[config.mk]
export PLATFORM = sky130hd
export DESIGN_NAME = entropy_word_sampler
export DESIGN_NICKNAME = d
export VERILOG_FILES = /design/src/rtl/ews_pkg.sv /design/src/rtl/ews_ctrl.sv /design/src/rtl/ews_pack.sv /design/src/rtl/ews_fifo.sv /design/src/rtl/entropy_word_sampler.sv
export SDC_FILE = /design/constraint.sdc
export NUM_CORES = 2
export LEC_CHECK = 0
export CORE_AREA = 4 4 630 632
export CTS_CLUSTER_SIZE = 14
export DETAILED_ROUTE_END_ITERATION = 10
export DIE_AREA = 0 0 634 636
export PLACE_DENSITY_LB_ADDON = 0.08
export SYNTH_ARGS = -nofsm -noshare
export SYNTH_HDL_FRONTEND = slang
export SYNTH_SLANG_ARGS = --single-unit
[constraint.sdc]
create_clock -name clk -period 7.15 [get_ports clk]
set_input_delay 1.7875 -clock clk [delete_from_list [all_inputs] [get_ports clk]]
set_output_delay 1.7875 -clock clk [all_outputs]
set_load 0.005 [all_outputs]
[src/rtl/ews_pkg.sv]
package ews_pkg;
  localparam int SRC_GROUPS = 16;
  localparam int SEL_W      = $clog2(SRC_GROUPS);
  localparam int CTL_W      = 4 + SEL_W;

  // control word bit positions
  localparam int B_ENG  = 0;
  localparam int B_ENT  = 1;
  localparam int B_RAW  = 2;
  localparam int B_CLR  = 3;
  localparam int B_GRP  = 4;

  typedef struct packed {
    logic [SEL_W-1:0] grp;
    logic             raw;
    logic             ent;
    logic             eng;
  } ctl_t;
endpackage

[src/rtl/ews_ctrl.sv]
module ews_ctrl
  import ews_pkg::*;
(
  input  logic             clk,
  input  logic             rst_n,
  input  logic             wr_en,
  input  logic [CTL_W-1:0] wr_data,
  output ctl_t             ctl,
  output logic             clr,
  output logic             restart
);
  ctl_t ctl_q, ctl_d;
  logic ld_en;

  always_comb begin
    clr     = wr_en & wr_data[B_CLR];
    restart = wr_en & ~wr_data[B_CLR] & (wr_data[B_GRP +: SEL_W] != ctl_q.grp);
    ld_en   = wr_en;
    ctl_d   = ctl_q;
    if (clr) begin
      ctl_d = '0;
    end else begin
      ctl_d.eng = wr_data[B_ENG];
      ctl_d.ent = wr_data[B_ENT];
      ctl_d.raw = wr_data[B_RAW];
      ctl_d.grp = wr_data[B_GRP +: SEL_W];
    end
  end

  always_ff @(posedge clk or negedge rst_n) begin
    if (!rst_n)     ctl_q <= '0;
    else if (ld_en) ctl_q <= ctl_d;
  end

  assign ctl = ctl_q;

  // a clear command leaves every control field at zero
  p_clear_disables_r6: assert property (@(posedge clk) disable iff (!rst_n)
    (wr_en && wr_data[B_CLR]) |=> (ctl_q == '0));
endmodule

[src/rtl/ews_pack.sv]
module ews_pack
  import ews_pkg::*;
#(
  parameter int GROUP_W = 8,
  parameter int SAMPLES = 8,
  localparam int WORD_W = GROUP_W * SAMPLES,
  localparam int KW     = (SAMPLES > 1) ? $clog2(SAMPLES) : 1
)(
  input  logic                          clk,
  input  logic                          rst_n,
  input  logic [SRC_GROUPS*GROUP_W-1:0] src,
  input  ctl_t                          ctl,
  input  logic                          restart,
  input  logic                          clr,
  input  logic                          full,
  output logic                          push,
  output logic [WORD_W-1:0]             word
);
  localparam logic [KW-1:0] K_LAST = KW'(SAMPLES - 1);

  logic [GROUP_W-1:0] grp_bits [SRC_GROUPS];
  logic [GROUP_W-1:0] sel;

  for (genvar g = 0; g < SRC_GROUPS; g++) begin : g_split
    assign grp_bits[g] = src[g*GROUP_W +: GROUP_W];
  end
  assign sel = grp_bits[ctl.grp];

  logic [KW-1:0]               k_q, k_d;
  logic [GROUP_W*(SAMPLES-1)-1:0] acc_q, acc_d;
  logic run, smp_en, st_en;

  always_comb begin
    run    = ctl.eng & ctl.ent & ctl.raw;
    smp_en = run & ~full & ~restart & ~clr;
    k_d    = k_q;
    acc_d  = acc_q;
    push   = 1'b0;
    word   = {sel, acc_q};
    if (clr || restart || !run) begin
      k_d = '0;
    end else if (smp_en) begin
      if (k_q == K_LAST) begin
        push = 1'b1;
        k_d  = '0;
      end else begin
        acc_d[k_q*GROUP_W +: GROUP_W] = sel;
        k_d = k_q + 1'b1;
      end
    end
    st_en = clr | restart | ~run | smp_en;
  end

  always_ff @(posedge clk or negedge rst_n) begin
    if (!rst_n) begin
      k_q   <= '0;
      acc_q <= '0;
    end else if (st_en) begin
      k_q   <= k_d;
      acc_q <= acc_d;
    end
  end

  // a word needs several captures, so pushes never come back to back
  p_word_spacing_r2: assert property (@(posedge clk) disable iff (!rst_n)
    push |=> !push);
  // a group change never completes a word on the next edge
  p_restart_no_push_r8: assert property (@(posedge clk) disable iff (!rst_n)
    restart |=> !push);
endmodule

[src/rtl/ews_fifo.sv]
module ews_fifo #(
  parameter int DW    = 64,
  parameter int DEPTH = 64,
  localparam int AW   = (DEPTH > 1) ? $clog2(DEPTH) : 1,
  localparam int LW   = $clog2(DEPTH + 1)
)(
  input  logic          clk,
  input  logic          rst_n,
  input  logic          clr,
  input  logic          wr_en,
  input  logic [DW-1:0] wr_data,
  input  logic          rd_en,
  output logic [DW-1:0] rd_data,
  output logic [LW-1:0] level,
  output logic          full,
  output logic          underflow
);
  localparam logic [AW-1:0] P_LAST = AW'(DEPTH - 1);
  localparam logic [LW-1:0] L_MAX  = LW'(DEPTH);

  logic [DW-1:0] mem [DEPTH];
  logic [AW-1:0] wp_q, wp_d, rp_q, rp_d;
  logic [LW-1:0] lv_q, lv_d;
  logic [DW-1:0] dq_q, dq_d;
  logic          uf_q, uf_d;
  logic          do_wr, do_rd, st_en;

  always_comb begin
    do_wr = wr_en & ~clr;
    do_rd = rd_en & ~clr & (lv_q != '0);
    wp_d  = wp_q;
    rp_d  = rp_q;
    lv_d  = lv_q;
    dq_d  = dq_q;
    uf_d  = uf_q;
    if (clr) begin
      wp_d = '0;
      rp_d = '0;
      lv_d = '0;
      dq_d = '0;
      uf_d = 1'b0;
    end else begin
      if (do_wr) wp_d = (wp_q == P_LAST) ? '0 : wp_q + 1'b1;
      if (do_rd) rp_d = (rp_q == P_LAST) ? '0 : rp_q + 1'b1;
      if (rd_en) begin
        dq_d = do_rd ? mem[rp_q] : '0;
        if (!do_rd) uf_d = 1'b1;
      end
      case ({do_wr, do_rd})
        2'b10:   lv_d = lv_q + 1'b1;
        2'b01:   lv_d = lv_q - 1'b1;
        default: lv_d = lv_q;
      endcase
    end
    st_en = clr | do_wr | rd_en;
  end

  always_ff @(posedge clk or negedge rst_n) begin
    if (!rst_n) begin
      wp_q <= '0;
      rp_q <= '0;
      lv_q <= '0;
      dq_q <= '0;
      uf_q <= 1'b0;
    end else if (st_en) begin
      wp_q <= wp_d;
      rp_q <= rp_d;
      lv_q <= lv_d;
      dq_q <= dq_d;
      uf_q <= uf_d;
    end
  end

  always_ff @(posedge clk) begin
    if (do_wr) mem[wp_q] <= wr_data;
  end

  assign rd_data   = dq_q;
  assign level     = lv_q;
  assign full      = (lv_q == L_MAX);
  assign underflow = uf_q;

  // the producer never pushes into a full queue
  p_no_overflow_r3: assert property (@(posedge clk) disable iff (!rst_n)
    wr_en |-> (lv_q < L_MAX));
  // occupancy stays within 0..DEPTH
  p_level_range_r10: assert property (@(posedge clk) disable iff (!rst_n)
    lv_q <= L_MAX);
  // occupancy moves by at most one word per clock unless cleared
  p_level_step_r10: assert property (@(posedge clk) disable iff (!rst_n)
    !clr |=> (lv_q == $past(lv_q) || lv_q == $past(lv_q) + 1'b1 || lv_q + 1'b1 == $past(lv_q)));
  // an empty pop yields zero and raises the flag
  p_empty_pop_zero_r9: assert property (@(posedge clk) disable iff (!rst_n)
    (rd_en && !clr && lv_q == '0) |=> (rd_data == '0 && underflow));
  // the flag is sticky until a clear
  p_uf_sticky_r9: assert property (@(posedge clk) disable iff (!rst_n)
    (uf_q && !clr) |=> uf_q);
endmodule

[src/rtl/entropy_word_sampler.sv]
module entropy_word_sampler
  import ews_pkg::*;
#(
  parameter int GROUP_W = 8,
  parameter int SAMPLES = 8,
  parameter int DEPTH   = 64
)(
  input  logic                               clk,
  input  logic                               rst_n,
  input  logic [SRC_GROUPS*GROUP_W-1:0]      src_bits,
  input  logic                               ctl_wr,
  input  logic [CTL_W-1:0]                   ctl_wdata,
  input  logic                               pop,
  output logic [GROUP_W*SAMPLES-1:0]         pop_data,
  output logic [$clog2(DEPTH+1)-1:0]         fifo_level,
  output logic                               underflow
);
  localparam int WORD_W = GROUP_W * SAMPLES;

  logic [1:0] rs_q;
  logic       rst_i_n;

  always_ff @(posedge clk or negedge rst_n) begin
    if (!rst_n) rs_q <= '0;
    else        rs_q <= {rs_q[0], 1'b1};
  end
  assign rst_i_n = rs_q[1];

  ctl_t              ctl;
  logic              clr, restart, push, full;
  logic [WORD_W-1:0] word;

  ews_ctrl u_ctrl (
    .clk     (clk),
    .rst_n   (rst_i_n),
    .wr_en   (ctl_wr),
    .wr_data (ctl_wdata),
    .ctl     (ctl),
    .clr     (clr),
    .restart (restart)
  );

  ews_pack #(.GROUP_W(GROUP_W), .SAMPLES(SAMPLES)) u_pack (
    .clk     (clk),
    .rst_n   (rst_i_n),
    .src     (src_bits),
    .ctl     (ctl),
    .restart (restart),
    .clr     (clr),
    .full    (full),
    .push    (push),
    .word    (word)
  );

  ews_fifo #(.DW(WORD_W), .DEPTH(DEPTH)) u_fifo (
    .clk       (clk),
    .rst_n     (rst_i_n),
    .clr       (clr),
    .wr_en     (push),
    .wr_data   (word),
    .rd_en     (pop),
    .rd_data   (pop_data),
    .level     (fifo_level),
    .full      (full),
    .underflow (underflow)
  );
endmodule

==> qor.csv <==
metric,value,unit
utilization,0.482,
dpl-instance-area,174000,µm²
start_kind,input pin,
pwr-share-clk,0.451,
maxSlewHeadroom,0.112,
mostFrequentLayoutCell,edfxtp_1,
p_switching,10400,µW
ys_warn_count,0,
die_w,634,µm
fin_tns_setup,0,ns
layout_min_cycle_time,4.73,ns
syn2layout_area_growth,15.3,%
leakagePower,0.0538,µW
setup_viol,0,
portBuffers,211,
final_nets,8519,
clock_sinks,4248,
grt_overflow_total,0,
finalHoldViolations,0,
fmax,211,MHz
maxCapViolCount,0,
ys_seq_area_frac,0.774,
final_cell_mix,"4096 x edfxtp_1, 903 x mux2i_1, 740 x mux4_2",
wl_met2,237,mm
cp-end-kind,flop,
grt_max_degree,115,
routed_via_density,5.89,
nFillCells,32100,
cts_tree,done,
setup_slack,2.42,ns
status,completed,
antenna_found_initial,33,
dieArea,403000,µm²
ir_drop,0.227,mV
slowest_delay,0.93,ns
highest_layer,met5,
cp_max_fo,16,
h-tree-depth,5,
clk_pin_slew_worst_paths,0.06,ns
hold_buffers,0,
min_path_type,flop to async pin,
syn_area,164000,µm²
postCtsSetupRepairBufs,0,
dp_hpwl,279,mm
root_buffer,clkbuf_16,
firstDrtPassIters,6,
synth_top_flop_cell,edfxtp_1,
antenna_left,0,
insertion_delay,1.02,ns
syn_avg_cell_area,20.8,µm²
wirelength,494,mm
core,391000,µm²
routedWlPerCell,35.3,µm
rsz0062_at_grt,no,
wl_met3,30.2,mm
start_util,0.419,
place_ws,1.44,ns
synthArstFlopShare,0.0358,
cts_buffers,449,
grt_pass1_vias,83300,
cpMaxStageDelayCell,or4b_2,
cp.arrival,5.42,ns
slew_viol_final,0,
worst_slew_pin_slew,1.33,ns
grtUsageTotal,0.242,
synth_top_cell_area_share,0.751,
p_per_area,271,nW/µm²
power_frac_seq,0.535,
critPathRequiredTime,7.84,ns
ys_seq_elements,4248,
drive_above_1_share,0.211,
p_comb_frac,0.014,
period_share,0.662,
wl_met1,215,mm
syn-num-nets,8019,
p_int,40900,µW
cts_resized,0,
vias,82400,
rows,230,
post_synth_main_area_contributors,"edfxtp_1 75%, mux4_2 10%, mux2i_1 5.5%",
synth-edff-count,4096,
top_level_ports,212,
drt_iter0_markers,9403,
grt_pass1_wl,685,mm
final.setup_skew,0.0662,ns
critPathKind,input pin to flop,
netlist_instances,7867,
gp_congestion,0.805,
crit_chain,clkdlybuf4s50_1 -> xnor2_1 -> nand3_1 -> o31ai_4 -> buf_4 -> nand2_2 -> or4b_2 -> nor2_4 -> buf_12,
synth_cell_types,63,
die_h,636,µm
remaining_drc_errors,0,
finalInstanceArea,189000,µm²
cts_max_path_buffers,4,
power.share.switching,0.202,
yosysTopAreaCell,edfxtp_1,
state kept, by name (all words and copies together), names as in the netlist:
name / count
u_fifo.wp_q: 6
u_ctrl.ctl: 7
u_fifo.level: 7
u_pack.acc_q: 56
u_pack.k_q: 3
u_fifo.mem: 4096
u_fifo.rd_data: 64
u_fifo.rp_q: 6
rs_q: 2
u_fifo.underflow: 1
synthesized netlist by cell type (16+ instances only):
cell type  number
a21oi_1       110
mux4_2        740
mux2_2         33
and2_1         19
dfrtp_1       152
o22ai_1        49
and3_1         18
buf_1          43
inv_1          18
nand4_1        16
buf_2         142
o21ai_1        54
a31oi_1        73
a22oi_1       390
nand3_1       194
nand2_1       196
o21ai_0        64
mux2i_1       903
buf_4          51
clkbuf_1      217
edfxtp_1     4096
nor2_1        136
path summary, 6_finish.rpt:
check | from | to | slack [ns] | cells past startpoint
min reg2reg | rs_q[1] | u_fifo.level[1] | 0.18 | 0
min | rs_q[1] | u_fifo.level[1] | 0.18 | 0
max in group asynchronous | rs_q[1] | u_fifo.rd_data[6] | 4.76 | 2
max | ctl_wdata[6] | u_fifo.mem[40][34] | 2.42 | 9
max reg2reg | u_fifo.rp_q[0] | u_fifo.rd_data[21] | 2.78 | 8
min in group clk | rs_q[0] | rs_q[1] | 0.35 | 0
per-stage QoR:
step / std cells / hold slack (ns) / power [µW]
floorplan: 7867 / 0.331 / 28200
global placement: 13100 / 0.195 / 28600
detailed placement: 13100 / 0.187 / 28700
CTS: 14000 / 0.192 / 51700
global route: 14000 / 0.205 / 52800
finish: 14000 / 0.184 / 51200
logic make-up after synthesis:
kind of cell    count (synthesis)  share of synthesized area
mux                          1692                      0.160
compound gates                785                     0.0321
simple gates                  638                     0.0181
flops                        4248                      0.774
fa+ha+maj                      12                   0.000917
xor+xnor                       11                   0.000634
other cells                     1                  0.0000229
buf+inv                       480                     0.0136
critical path: cells and delay by family:
kind,cells,cell delay [ns]
xor+xnor,1,0.15
simple gates,4,2.04
buf+inv,3,1.07
compound gates,1,0.31
power by group through the flow:
stage / Combinational, µW / Clock (µW) / Sequential [µW]
2_1_floorplan: 195 / 0 / 28000
3_3_place_gp: 690 / 0 / 28000
3_5_place_dp: 716 / 0 / 28000
4_1_cts: 715 / 23600 / 27400
5_1_grt: 744 / 24700 / 27400
6_report: 698 / 23100 / 27400
routing by layer:
layer / vias to the layer above / track usage
met5: - / 0
li1: 33800 / -
met3: 596 / 0.0353
met4: 4 / 0.0563
met2: 2853 / 0.388
met1: 45200 / 0.352
cell type report:
type,count,area [µm²],area share
clock buffer,571,11900,0.0632
inverter,19,71.3,0.000378
sequential,4248,127000,0.672
multi-input combinational,3139,35400,0.187
timing repair buffer,510,5280,0.0280
tap,5220,6530,0.0346
antenna,12,30.0,0.000159
clock inverter,270,2680,0.0142
(Power assumes the default switching activity.)
